[src/rtl/dt_pkg.sv]
package dt_pkg;
  parameter int ADDR_W = 32;
  parameter int DATA_W = 32;

  localparam logic [3:0] CMD_INTA = 4'b0000;
  localparam logic [3:0] CMD_IOR  = 4'b0010;
  localparam logic [3:0] CMD_IOW  = 4'b0011;
  localparam logic [3:0] CMD_MR   = 4'b0110;
  localparam logic [3:0] CMD_MW   = 4'b0111;
  localparam logic [3:0] CMD_CFGR = 4'b1010;
  localparam logic [3:0] CMD_CFGW = 4'b1011;
  localparam logic [3:0] CMD_MRM  = 4'b1100;
  localparam logic [3:0] CMD_MRL  = 4'b1110;

  typedef enum logic [2:0] {
    ST_IDLE, ST_FIRST, ST_DATA, ST_ACCEPT, ST_STOP
  } bus_st_e;

  typedef enum logic [1:0] {
    E_EMPTY, E_ISSUE, E_WAIT, E_READY
  } ent_st_e;

  typedef struct packed {
    logic [ADDR_W-1:0] addr;
    logic [3:0]        cmd;
    logic [3:0]        be_n;
    logic [DATA_W-1:0] wdata;
  } req_t;

  function automatic logic may_defer(input logic [3:0] c);
    case (c)
      CMD_INTA, CMD_IOR, CMD_IOW, CMD_MR,
      CMD_MRL, CMD_MRM, CMD_CFGR, CMD_CFGW: may_defer = 1'b1;
      default:                              may_defer = 1'b0;
    endcase
  endfunction

  function automatic logic carries_wdata(input logic [3:0] c);
    carries_wdata = (c == CMD_IOW) || (c == CMD_CFGW);
  endfunction

  function automatic logic same_req(input req_t a, input req_t b);
    same_req = (a.addr == b.addr) && (a.cmd == b.cmd) && (a.be_n == b.be_n) &&
               (!carries_wdata(a.cmd) || (a.wdata == b.wdata));
  endfunction
endpackage

[src/rtl/dt_phase_detect.sv]
module dt_phase_detect (
  input  logic clk,
  input  logic rst_n,
  input  logic frame_n,
  input  logic irdy_n,
  output logic addr_phase
);
  logic was_idle;

  always_ff @(posedge clk) begin
    if (!rst_n) was_idle <= 1'b1;
    else        was_idle <= frame_n & irdy_n;
  end

  assign addr_phase = !frame_n && was_idle;

  a_r2_phase_needs_idle: assert property (@(posedge clk) disable iff (!rst_n)
    addr_phase |-> $past(frame_n) && $past(irdy_n));
endmodule

[src/rtl/dt_entry.sv]
module dt_entry
  import dt_pkg::*;
#(
  parameter int DISCARD_CLKS = 32768
) (
  input  logic              clk,
  input  logic              rst_n,
  input  logic              latch_i,
  input  logic              posted_i,
  input  req_t              req_i,
  input  logic              consume_i,
  input  logic              hold_i,
  input  logic              be_req_ready,
  input  logic              be_done,
  input  logic [DATA_W-1:0] be_rdata,
  output logic              busy_o,
  output logic              ready_o,
  output logic              match_o,
  output logic              be_req_valid,
  output req_t              be_req,
  output logic [DATA_W-1:0] rdata_o,
  output logic              discard_o
);
  localparam int TW = $clog2(DISCARD_CLKS + 1);
  localparam logic [TW-1:0] T_LIMIT = TW'(DISCARD_CLKS);

  ent_st_e           st;
  req_t              held;
  logic              posted_q;
  logic [TW-1:0]     tmr;
  logic [DATA_W-1:0] rbuf;
  logic              expired;

  assign expired   = (tmr == T_LIMIT);
  assign busy_o    = (st != E_EMPTY);
  assign ready_o   = (st == E_READY);
  assign match_o   = busy_o && !posted_q && same_req(held, req_i);
  assign discard_o = ready_o && expired && !hold_i && !consume_i;
  assign be_req_valid = (st == E_ISSUE);
  assign be_req    = held;
  assign rdata_o   = rbuf;

  always_ff @(posedge clk) begin
    if (!rst_n) begin
      st       <= E_EMPTY;
      held     <= '0;
      posted_q <= 1'b0;
      tmr      <= '0;
      rbuf     <= '0;
    end else begin
      if (busy_o && !posted_q && !expired) tmr <= tmr + 1'b1;
      case (st)
        E_EMPTY: if (latch_i) begin
          held     <= req_i;
          posted_q <= posted_i;
          tmr      <= '0;
          st       <= E_ISSUE;
        end
        E_ISSUE: if (be_req_ready) st <= E_WAIT;
        E_WAIT: if (be_done) begin
          if (posted_q) st <= E_EMPTY;
          else begin
            rbuf <= be_rdata;
            st   <= E_READY;
          end
        end
        E_READY: if (consume_i || discard_o) st <= E_EMPTY;
        default: st <= E_EMPTY;
      endcase
    end
  end

  a_r2_req_hold: assert property (@(posedge clk) disable iff (!rst_n)
    be_req_valid && !be_req_ready |=> be_req_valid && $stable(be_req));
  a_r7_no_latch_when_busy: assert property (@(posedge clk) disable iff (!rst_n)
    latch_i |-> !busy_o);
  a_r5_consume_has_result: assert property (@(posedge clk) disable iff (!rst_n)
    consume_i |-> ready_o);
  a_r9_discard_frees: assert property (@(posedge clk) disable iff (!rst_n)
    discard_o |=> !busy_o);
endmodule

[src/rtl/dt_bus_fsm.sv]
module dt_bus_fsm
  import dt_pkg::*;
#(
  parameter int FIRST_LIMIT = 16
) (
  input  logic       clk,
  input  logic       rst_n,
  input  logic       addr_phase,
  input  logic       addr_hit,
  input  logic [3:0] cmd,
  input  logic       irdy_n,
  input  logic       ent_busy,
  input  logic       ent_ready,
  input  logic       ent_match,
  output logic       latch_o,
  output logic       posted_o,
  output logic       consume_o,
  output logic       hold_o,
  output logic       devsel_n,
  output logic       trdy_n,
  output logic       stop_n
);
  localparam int CW = (FIRST_LIMIT > 1) ? $clog2(FIRST_LIMIT) : 1;
  localparam logic [CW-1:0] C_LAST = CW'(FIRST_LIMIT - 1);
  localparam int RW = $clog2(FIRST_LIMIT + 1);

  bus_st_e       st, st_nx;
  logic [CW-1:0] cnt;
  logic          claim, is_mw;

  assign is_mw     = (cmd == CMD_MW);
  assign claim     = (st == ST_IDLE) && addr_phase && addr_hit;
  assign latch_o   = claim && !ent_busy && (may_defer(cmd) || is_mw);
  assign posted_o  = is_mw;
  assign hold_o    = (st == ST_DATA);
  assign consume_o = (st == ST_DATA) && !irdy_n;

  assign devsel_n = (st == ST_IDLE);
  assign trdy_n   = !((st == ST_DATA) || (st == ST_ACCEPT));
  assign stop_n   = !((st == ST_DATA) || (st == ST_ACCEPT) || (st == ST_STOP));

  always_comb begin
    st_nx = st;
    case (st)
      ST_IDLE: if (claim) begin
        if (may_defer(cmd)) begin
          if (!ent_busy)                   st_nx = ST_FIRST;
          else if (ent_match && ent_ready) st_nx = ST_DATA;
          else                             st_nx = ST_STOP;
        end else if (is_mw) begin
          st_nx = ent_busy ? ST_STOP : ST_ACCEPT;
        end
      end
      ST_FIRST: begin
        if (ent_ready)          st_nx = ST_DATA;
        else if (cnt == C_LAST) st_nx = ST_STOP;
      end
      ST_DATA, ST_ACCEPT, ST_STOP: if (!irdy_n) st_nx = ST_IDLE;
      default: st_nx = ST_IDLE;
    endcase
  end

  always_ff @(posedge clk) begin
    if (!rst_n) begin
      st  <= ST_IDLE;
      cnt <= '0;
    end else begin
      st  <= st_nx;
      cnt <= (st == ST_FIRST) ? cnt + 1'b1 : '0;
    end
  end

  logic [RW-1:0] wait_run;
  always_ff @(posedge clk) begin
    if (!rst_n) wait_run <= '0;
    else if (!devsel_n && trdy_n && stop_n) wait_run <= wait_run + 1'b1;
    else wait_run <= '0;
  end

  a_r4_first_bounded: assert property (@(posedge clk) disable iff (!rst_n)
    (!devsel_n && trdy_n && stop_n) |-> (wait_run < RW'(FIRST_LIMIT)));
  a_r10_claim_only_known: assert property (@(posedge clk) disable iff (!rst_n)
    $fell(devsel_n) |-> $past(may_defer(cmd) || is_mw));
endmodule

[src/rtl/dt_target_ctrl.sv]
module dt_target_ctrl
  import dt_pkg::*;
#(
  parameter int FIRST_LIMIT  = 16,
  parameter int DISCARD_CLKS = 32768
) (
  input  logic              clk,
  input  logic              rst_n,
  input  logic              frame_n,
  input  logic              irdy_n,
  input  logic              addr_hit,
  input  logic [ADDR_W-1:0] bus_addr,
  input  logic [3:0]        bus_cmd,
  input  logic [3:0]        bus_be_n,
  input  logic [DATA_W-1:0] bus_wdata,
  output logic              trdy_n,
  output logic              stop_n,
  output logic              devsel_n,
  output logic [DATA_W-1:0] rd_data,
  output logic              be_req_valid,
  input  logic              be_req_ready,
  output logic [ADDR_W-1:0] be_req_addr,
  output logic [3:0]        be_req_cmd,
  output logic [3:0]        be_req_be_n,
  output logic [DATA_W-1:0] be_req_wdata,
  input  logic              be_done,
  input  logic [DATA_W-1:0] be_rdata
);
  logic addr_phase, latch, posted, consume, hold;
  logic ent_busy, ent_ready, ent_match, discard_evt;
  req_t bus_req, out_req;

  assign bus_req = '{addr: bus_addr, cmd: bus_cmd, be_n: bus_be_n, wdata: bus_wdata};
  assign be_req_addr  = out_req.addr;
  assign be_req_cmd   = out_req.cmd;
  assign be_req_be_n  = out_req.be_n;
  assign be_req_wdata = out_req.wdata;

  dt_phase_detect u_phase (
    .clk(clk), .rst_n(rst_n), .frame_n(frame_n), .irdy_n(irdy_n),
    .addr_phase(addr_phase)
  );

  dt_bus_fsm #(.FIRST_LIMIT(FIRST_LIMIT)) u_fsm (
    .clk(clk), .rst_n(rst_n), .addr_phase(addr_phase), .addr_hit(addr_hit),
    .cmd(bus_cmd), .irdy_n(irdy_n), .ent_busy(ent_busy), .ent_ready(ent_ready),
    .ent_match(ent_match), .latch_o(latch), .posted_o(posted),
    .consume_o(consume), .hold_o(hold), .devsel_n(devsel_n),
    .trdy_n(trdy_n), .stop_n(stop_n)
  );

  dt_entry #(.DISCARD_CLKS(DISCARD_CLKS)) u_entry (
    .clk(clk), .rst_n(rst_n), .latch_i(latch), .posted_i(posted),
    .req_i(bus_req), .consume_i(consume), .hold_i(hold),
    .be_req_ready(be_req_ready), .be_done(be_done), .be_rdata(be_rdata),
    .busy_o(ent_busy), .ready_o(ent_ready), .match_o(ent_match),
    .be_req_valid(be_req_valid), .be_req(out_req), .rdata_o(rd_data),
    .discard_o(discard_evt)
  );

  a_r1_quiet_after_reset: assert property (@(posedge clk)
    !rst_n |=> devsel_n && trdy_n && stop_n && !be_req_valid);
  a_r12_no_claim_on_miss: assert property (@(posedge clk) disable iff (!rst_n)
    (addr_phase && !addr_hit && devsel_n) |=> devsel_n && !$rose(be_req_valid));
endmodule

[config.mk]
export PLATFORM = sky130hd
export DESIGN_NAME = dt_target_ctrl
export DESIGN_NICKNAME = d
export VERILOG_FILES = /design/src/rtl/dt_pkg.sv /design/src/rtl/dt_phase_detect.sv /design/src/rtl/dt_entry.sv /design/src/rtl/dt_bus_fsm.sv /design/src/rtl/dt_target_ctrl.sv
export SDC_FILE = /design/constraint.sdc
export NUM_CORES = 1
export LEC_CHECK = 0
export BUFFER_PORTS_ARGS = -buffer_cell sky130_fd_sc_hd__buf_2
export CAP_MARGIN = 40
export CORE_ASPECT_RATIO = 0.8
export CORE_MARGIN = 1.5
export CORE_UTILIZATION = 36
export DETAILED_ROUTE_END_ITERATION = 8
export GPL_TIMING_DRIVEN = 0
export PLACE_DENSITY = 0.65
export SLEW_MARGIN = 0
export SYNTH_ARGS = -nofsm -noshare
export SYNTH_HDL_FRONTEND = slang
export SYNTH_SLANG_ARGS = --single-unit
[constraint.sdc]
create_clock -name clk -period 4.2 [get_ports clk]
set_input_delay 0.42 -clock clk [delete_from_list [all_inputs] [get_ports clk]]
set_output_delay 0.42 -clock clk [all_outputs]
set_load 0.01 [all_outputs]
==> results of run 1 <==
[stage by stage]
step                      setup slack [ns]  hold WS, ns    util
after global placement               1.664       0.4305  0.4528
after CTS                            1.889       0.2016  0.4903
after detailed placement             1.671       0.4415  0.4528
final                                1.941       0.2212  0.4905
after floorplan                      2.334       0.4176       -
after global routing                 1.791       0.2075  0.4903
[layer usage]
metal | GRT usage | routed length [µm] | vias up
met5 | 0 | 0 | -
met4 | 0.06128 | 201 | 0
met3 | 0.05658 | 912 | 16
met2 | 0.3254 | 7444 | 155
met1 | 0.2862 | 8716 | 2563
li1 | - | - | 2881
[cell families (layout without fill, tap and decap cells)]
family,after synthesis,in the layout,share of synthesized area
xor gates and xnor gates,85,85,0.1289
muxes,1,1,0.001733
AOI/OAI and AO/OA,129,129,0.1202
DFF,131,131,0.4541
buffers and inverters,53,299,0.03878
other,0,1,0
and+or+nand+nor,328,328,0.2498
adders and majority gates,3,3,0.006500
[worst register-to-register path: stages, from the launching register on]
cell	delay, ns
sky130_fd_sc_hd__dfxtp_1	0.34
sky130_fd_sc_hd__nor2b_1	0.14
sky130_fd_sc_hd__a2111oi_0	0.63
sky130_fd_sc_hd__nand4b_1	0.24
sky130_fd_sc_hd__nor4_1	0.46
sky130_fd_sc_hd__nand4_1	0.15
sky130_fd_sc_hd__and3b_1	0.20
[worst paths after layout]
kind | from | endpoint | slack (ns) | cells past startpoint
min | frame_n | u_phase.was_idle | 0.22 | 3
max reg2reg | u_entry.be_req[39] | u_fsm.st[2] | 1.94 | 6
min reg2reg | u_fsm.cnt[0] | u_fsm.cnt[0] | 0.45 | 1
max | u_entry.be_req[39] | u_fsm.st[2] | 1.94 | 6
[Yosys cell counts]
library cell and n:
sky130_fd_sc_hd__nand2_1 221, sky130_fd_sc_hd__dfxtp_1 131, sky130_fd_sc_hd__a21oi_1 109, sky130_fd_sc_hd__xor2_1 59
sky130_fd_sc_hd__nor2_1 34, sky130_fd_sc_hd__clkbuf_1 26, sky130_fd_sc_hd__xnor2_1 26, sky130_fd_sc_hd__nor4_1 18
sky130_fd_sc_hd__inv_1 13, sky130_fd_sc_hd__nand4_1 12, sky130_fd_sc_hd__buf_2 11, sky130_fd_sc_hd__nand3_1 9
sky130_fd_sc_hd__nor2b_1 8, sky130_fd_sc_hd__nor3_1 8, sky130_fd_sc_hd__o21ai_0 6, sky130_fd_sc_hd__a211oi_1 3
sky130_fd_sc_hd__ha_1 3, sky130_fd_sc_hd__nand3b_1 3, sky130_fd_sc_hd__a2111oi_0 2, sky130_fd_sc_hd__and3_1 2
sky130_fd_sc_hd__and3b_1 2, sky130_fd_sc_hd__nor4b_1 2, sky130_fd_sc_hd__a21boi_0 1, sky130_fd_sc_hd__a221oi_2 1
sky130_fd_sc_hd__a31oi_1 1, sky130_fd_sc_hd__and2_1 1, sky130_fd_sc_hd__and2b_1 1, sky130_fd_sc_hd__buf_4 1
sky130_fd_sc_hd__buf_6 1, sky130_fd_sc_hd__inv_2 1, sky130_fd_sc_hd__mux2i_1 1, sky130_fd_sc_hd__nand2b_1 1
sky130_fd_sc_hd__nand2b_4 1, sky130_fd_sc_hd__nand4b_1 1, sky130_fd_sc_hd__nand4b_2 1, sky130_fd_sc_hd__nor3_4 1
sky130_fd_sc_hd__o211ai_1 1, sky130_fd_sc_hd__o21ba_1 1, sky130_fd_sc_hd__o221ai_1 1, sky130_fd_sc_hd__o22ai_1 1
sky130_fd_sc_hd__o2bb2ai_1 1, sky130_fd_sc_hd__o31a_1 1, sky130_fd_sc_hd__or3_4 1, sky130_fd_sc_hd__or4_1 1
[power by group through the flow]
stage	combinational (µW)	sequential, µW	clock [µW]
3_3_place_gp	581	1380	0
4_1_cts	587	1350	1530
3_5_place_dp	584	1380	0
2_1_floorplan	342	1390	0
6_report	586	1360	1500
5_1_grt	661	1360	1590
[state kept, by name (all words and copies together) (netlist names)]
| signal | flops |
|---|---|
| u_entry.tmr | 16 |
| u_entry.posted_q | 1 |
| u_fsm.st | 3 |
| u_entry.rdata_o | 32 |
| u_fsm.cnt | 4 |
| u_phase.was_idle | 1 |
| u_entry.st | 2 |
| u_entry.be_req | 72 |
[final cells by class]
cell class	instances	area [µm²]
tap	215	269.0
buffer	39	171.4
clock buffer	24	491.7
multi-input combinational	546	2929
antenna	1	2.502
sequential	131	2623
inverter	14	52.55
timing repair buffer	217	1086
clock inverter	5	100.1
fill	1601	8024
==> metrics.yaml, run 1 <==
status:
  status: "finished clean"
critical_path:
  critical_path_peak_fanout: 4
  worstSetupEndpointType: "flip-flop"
  cp.buffers_inverters: 0
  timing.critical_path.arrival_ns: 2.56
  cp_slowest_stage_delay_ns: 0.63
  crit_chain: "nor2b_1 > a2111oi_0 > nand4b_1 > nor4_1 > nand4_1 > and3b_1"
  cp_slowest_cell: "sky130_fd_sc_hd__a2111oi_0"
  crit_required_ns: 4.50
  path_class: "flip-flop to flip-flop"
  critical-path-top-delay-family: "simple AND/OR/NAND/NOR gates"
  worst_setup_path_start_kind: "flip-flop"
sta:
  hold_viol_final: 0
  timing.fmax_mhz: 442.6
  final_period_minus_worst_setup_slack_ns: 2.259
  slew_headroom: 0.4691
  finalMaxSlewViolations: 0
  tightestPinTransition_ns: 0.7964
  worst_clock_skew_ns: 0.008204
  final.setup.tns_ns: 0
  grt_setup_unrepaired: "false"
  final_min_period_over_clock_period: 0.5380
  finalSetupViolCount: 0
global_routing:
  wire_length_of_the_first_global_routing_pass_um: 26780
  grt_start_max_net_pins: 17
  vias_in_the_first_global_route: 5172
  gr-total-overflow: 0
  grt_usage: 0.2095
  initial_antenna_violation_count: 0
synth:
  yosys_warnings: 0
  postSynthAreaPerCell_um2: 7.912
  post-synth-top-area-fraction: 0.4541
  ys_top_cells_by_area: "sky130_fd_sc_hd__dfxtp_1, sky130_fd_sc_hd__nand2_1, sky130_fd_sc_hd__a21oi_1"
  syn-cell-area_um2: 5776
  ys_seq_area_frac: 0.4541
  postSynthCellCount: 730
  synth_largest_area_cell: "sky130_fd_sc_hd__dfxtp_1"
  netlist-cell-type-count: 44
  postSynthRegisterBits: 131
  syn_nets: 844
floorplanning:
  floorplan.initialDensity: 0.3667
  floorplan.die.width_um: 144.6
  die-area_um2: 16820
  coreArea_um2: 15750
  floorplan.io_pins: 219
  height_of_the_die_um: 116.3
  rows: 41
clock_tree:
  cts-root-to-sink-buffers: 2
  post-cts-setup-buffer-count: 0
  ctsHtreeMaxLevel: 4
  worstSkewPairLatency_ns: 0.41
  cts-root-buf: "sky130_fd_sc_hd__clkbuf_16"
  tritoncts: "yes"
  cts_inserted_buffers: 17
  post_cts_resized: 0
  clkTransAtPathRegs_ns: 0.05
  cts.sink_count: 131
  cts.hold.buffers_added: 0
power:
  power.static_leakage_uw: 0.003377
  pwr_density_cell_nw_per_um2: 445.4
  p_total_uw: 3440
  power.switching_uw: 914.8
  internal_power_uw: 2526
  seqPwrFrac: 0.394
  sw_frac_of_total: 0.2659
  vdd_ir_drop_max_uv: 260.6
  pwr-share-clk: 0.436
  pwr-share-comb: 0.170
final_layout:
  design_area_um2: 7725
  drive_above_1_share: 0.2684
  fin_nets: 1080
  area_delta_synth_final_pct: 33.75
  layout_commonest_cell: "sky130_fd_sc_hd__buf_2"
  final-instance-count-excl-fill: 1192
  most_frequent_cells_in_the_layout: "sky130_fd_sc_hd__buf_2, sky130_fd_sc_hd__nand2_1, sky130_fd_sc_hd__dfxtp_1"
placement:
  dp.cells: 1162
  dpl_cell_area_um2: 7131
  place.port_buffers: 217
  dp_hpwl_um: 12850
  gpl.final_weighted_congestion: 0.7863
route:
  drt_pass1_iterations: 4
  wl_per_cell_um: 14.49
  detail-route-antenna-nets: 0
  dr_total_vias: 5615
  route.final.wire_length_um: 17270
  post_route_drc: 0
  via_per_inst: 4.711
  detail_route.iter0.violations: 199
hold_path:
  hold_wc_path_type: "primary input to flip-flop"
job:
  maxCapViolCount: 0
Power figures use the tool's default switching activity.
==> inputs of run 2 (changes only) <==
- clock period: 4.2 -> 2.3 ns (I/O delays scaled with it)
==> metrics.yaml, run 2 (synthesis results as in run 1) <==
critical_path:
  critical_path_peak_fanout: 4  # unchanged
  worst_setup_path_start_kind: "flip-flop"  # unchanged
  worstSetupEndpointType: "flip-flop"  # unchanged
  crit_required_ns: 2.60  # was 4.50 ns
  cp.buffers_inverters: 0  # unchanged
  cp_slowest_cell: "sky130_fd_sc_hd__a2111oi_0"  # unchanged
  path_class: "flip-flop to flip-flop"  # unchanged
  timing.critical_path.arrival_ns: 2.42  # was 2.56 ns
  cp_slowest_stage_delay_ns: 0.63  # about the same
  crit_chain: "nor2b_1 > a2111oi_0 > nand4b_1 > nor4_2 > nand4_1 > and3b_1"  # was nor2b_1 > a2111oi_0 > nand4b_1 > nor4_1 > nand4_1 > and3b_1
  critical-path-top-delay-family: "simple AND/OR/NAND/NOR gates"  # unchanged
final_layout:
  final-instance-count-excl-fill: 1192  # unchanged
  layout_commonest_cell: "sky130_fd_sc_hd__buf_2"  # unchanged
  largest_register_ff_count: 72  # unchanged
  area_delta_synth_final_pct: 33.86  # was 33.75%
  drive_above_1_share: 0.2695  # was 0.2684
  fin_nets: 1080  # unchanged
  final.fill_count: 1600  # was 1601
  most_frequent_cells_in_the_layout: "sky130_fd_sc_hd__buf_2, sky130_fd_sc_hd__nand2_1, sky130_fd_sc_hd__dfxtp_1"  # unchanged
floorplanning:
  coreArea_um2: 15750  # unchanged
  floorplan.initialDensity: 0.3667  # unchanged
  floorplan.io_pins: 219  # unchanged
  rows: 41  # unchanged
  floorplan.die.width_um: 144.6  # unchanged
  die-area_um2: 16820  # unchanged
  height_of_the_die_um: 116.3  # unchanged
global_routing:
  vias_in_the_first_global_route: 5172  # unchanged
  grt_usage: 0.2095  # unchanged
  gr-total-overflow: 0  # unchanged
  initial_antenna_violation_count: 0  # unchanged
  grt_start_max_net_pins: 17  # unchanged
  wire_length_of_the_first_global_routing_pass_um: 26780  # unchanged
route:
  route.final.wire_length_um: 17220  # was 17270 µm
  dr_total_vias: 5622  # was 5615
  wl_per_cell_um: 14.44  # was 14.49 µm
  post_route_drc: 0  # unchanged
  drt_pass1_iterations: 4  # unchanged
  detail_route.iter0.violations: 197  # was 199
  via_per_inst: 4.716  # was 4.711
  detail-route-antenna-nets: 0  # unchanged
status:
  status: "finished clean"  # unchanged
clock_tree:
  cts.hold.buffers_added: 0  # unchanged
  cts_inserted_buffers: 17  # unchanged
  cts-root-to-sink-buffers: 2  # unchanged
  ctsHtreeMaxLevel: 4  # unchanged
  worstSkewPairLatency_ns: 0.41  # about the same
  cts.sink_count: 131  # unchanged
  tritoncts: "yes"  # unchanged
  cts-root-buf: "sky130_fd_sc_hd__clkbuf_16"  # unchanged
  post-cts-setup-buffer-count: 0  # unchanged
  clkTransAtPathRegs_ns: 0.05  # about the same
sta:
  worst_clock_skew_ns: 0.007717  # was 0.008204 ns
  timing.fmax_mhz: 471.3  # was 442.6 MHz
  layout_setup_ws_ns: 0.1782  # was 1.941 ns
  finalSetupViolCount: 0  # unchanged
  tightestPinTransition_ns: 0.8144  # was 0.7964 ns
  final.setup.tns_ns: 0  # unchanged
  final_period_minus_worst_setup_slack_ns: 2.122  # was 2.259 ns
  final_min_period_over_clock_period: 0.9225  # was 0.5380
  hold_viol_final: 0  # unchanged
  grt_setup_unrepaired: "false"  # unchanged
  slew_headroom: 0.4570  # was 0.4691
  finalMaxSlewViolations: 0  # unchanged
job:
  maxCapViolCount: 0  # unchanged
placement:
  post-place-ws_ns: -0.03868  # was 1.671 ns
  place.port_buffers: 217  # unchanged
  dp.cells: 1162  # unchanged
  gpl.final_weighted_congestion: 0.7863  # unchanged
  dp_hpwl_um: 12850  # unchanged
power:
  vdd_ir_drop_max_uv: 475.6  # was 260.6 µV
  pwr_density_cell_nw_per_um2: 811.9  # was 445.4 nW/µm²
  power.static_leakage_uw: 0.003377  # about the same
hold_path:
  hold_wc_path_type: "primary input to flip-flop"  # unchanged
run 2: routing by layer:
metal  global-route usage  vias up  routed length, µm
met5                    0        -                  0
met4              0.06128        0                193
met3              0.05658       14               1013
met2               0.3254      172               7448
met1               0.2862     2555               8561
li1                     -     2881                  -
run 2: layout make-up:
| type | count | area (µm²) | share of cell area |
|---|---|---|---|
| Inverter | 14 | 52.55 | 0.006797 |
| Timing Repair Buffer | 217 | 1086 | 0.1405 |
| Sequential cell | 131 | 2623 | 0.3392 |
| Buffer | 39 | 171.4 | 0.02217 |
| Tap cell | 215 | 269.0 | 0.03480 |
| Clock buffer | 24 | 491.7 | 0.06360 |
| Clock inverter | 5 | 100.1 | 0.01295 |
| Multi-Input combinational cell | 546 | 2935 | 0.3797 |
| Antenna cell | 1 | 2.502 | 0.0003237 |
run 2: timing repair:
item,in CTS,in global routing
resized for setup,1,0
endpoints found under the hold margin,0,0
setup endpoints to repair,1,0
run 2: worst reg2reg max path, delay by kind of cell (launching register included):
kind	cells	cell delay, ns
AO/OA/AOI/OAI	1	0.63
AND/OR/NAND/NOR	5	1.05
flip-flops	1	0.34
run 2: worst paths after layout:
path / start / end / slack [ns] / depth (start not counted)
min reg2reg: u_fsm.cnt[0] / u_fsm.cnt[0] / 0.45 / 1
min: frame_n / u_phase.was_idle / 0.03 / 3
max: u_entry.be_req[39] / u_fsm.st[2] / 0.18 / 6
max reg2reg: u_entry.be_req[39] / u_fsm.st[2] / 0.18 / 6
run 2: through the flow:
stage                     hold slack [ns]  instance area, µm²    util  power [µW]
after floorplan                    0.2919                5776       -        3164
after global placement             0.4305                7131  0.4528        3580
after detailed placement           0.4415                7131  0.4528        3588
after CTS                         0.01156                7729  0.4907        6334
after global routing              0.01752                7729  0.4907        6593
final                             0.03144                7731  0.4909        6277
run 2: power by group:
part	leakage (µW)	internal, µW	switching [µW]
Clock	0.000292	1800	934
Combinational	0.00203	433	635
Sequential	0.00106	2380	95.3
Total	0.00338	4610	1660
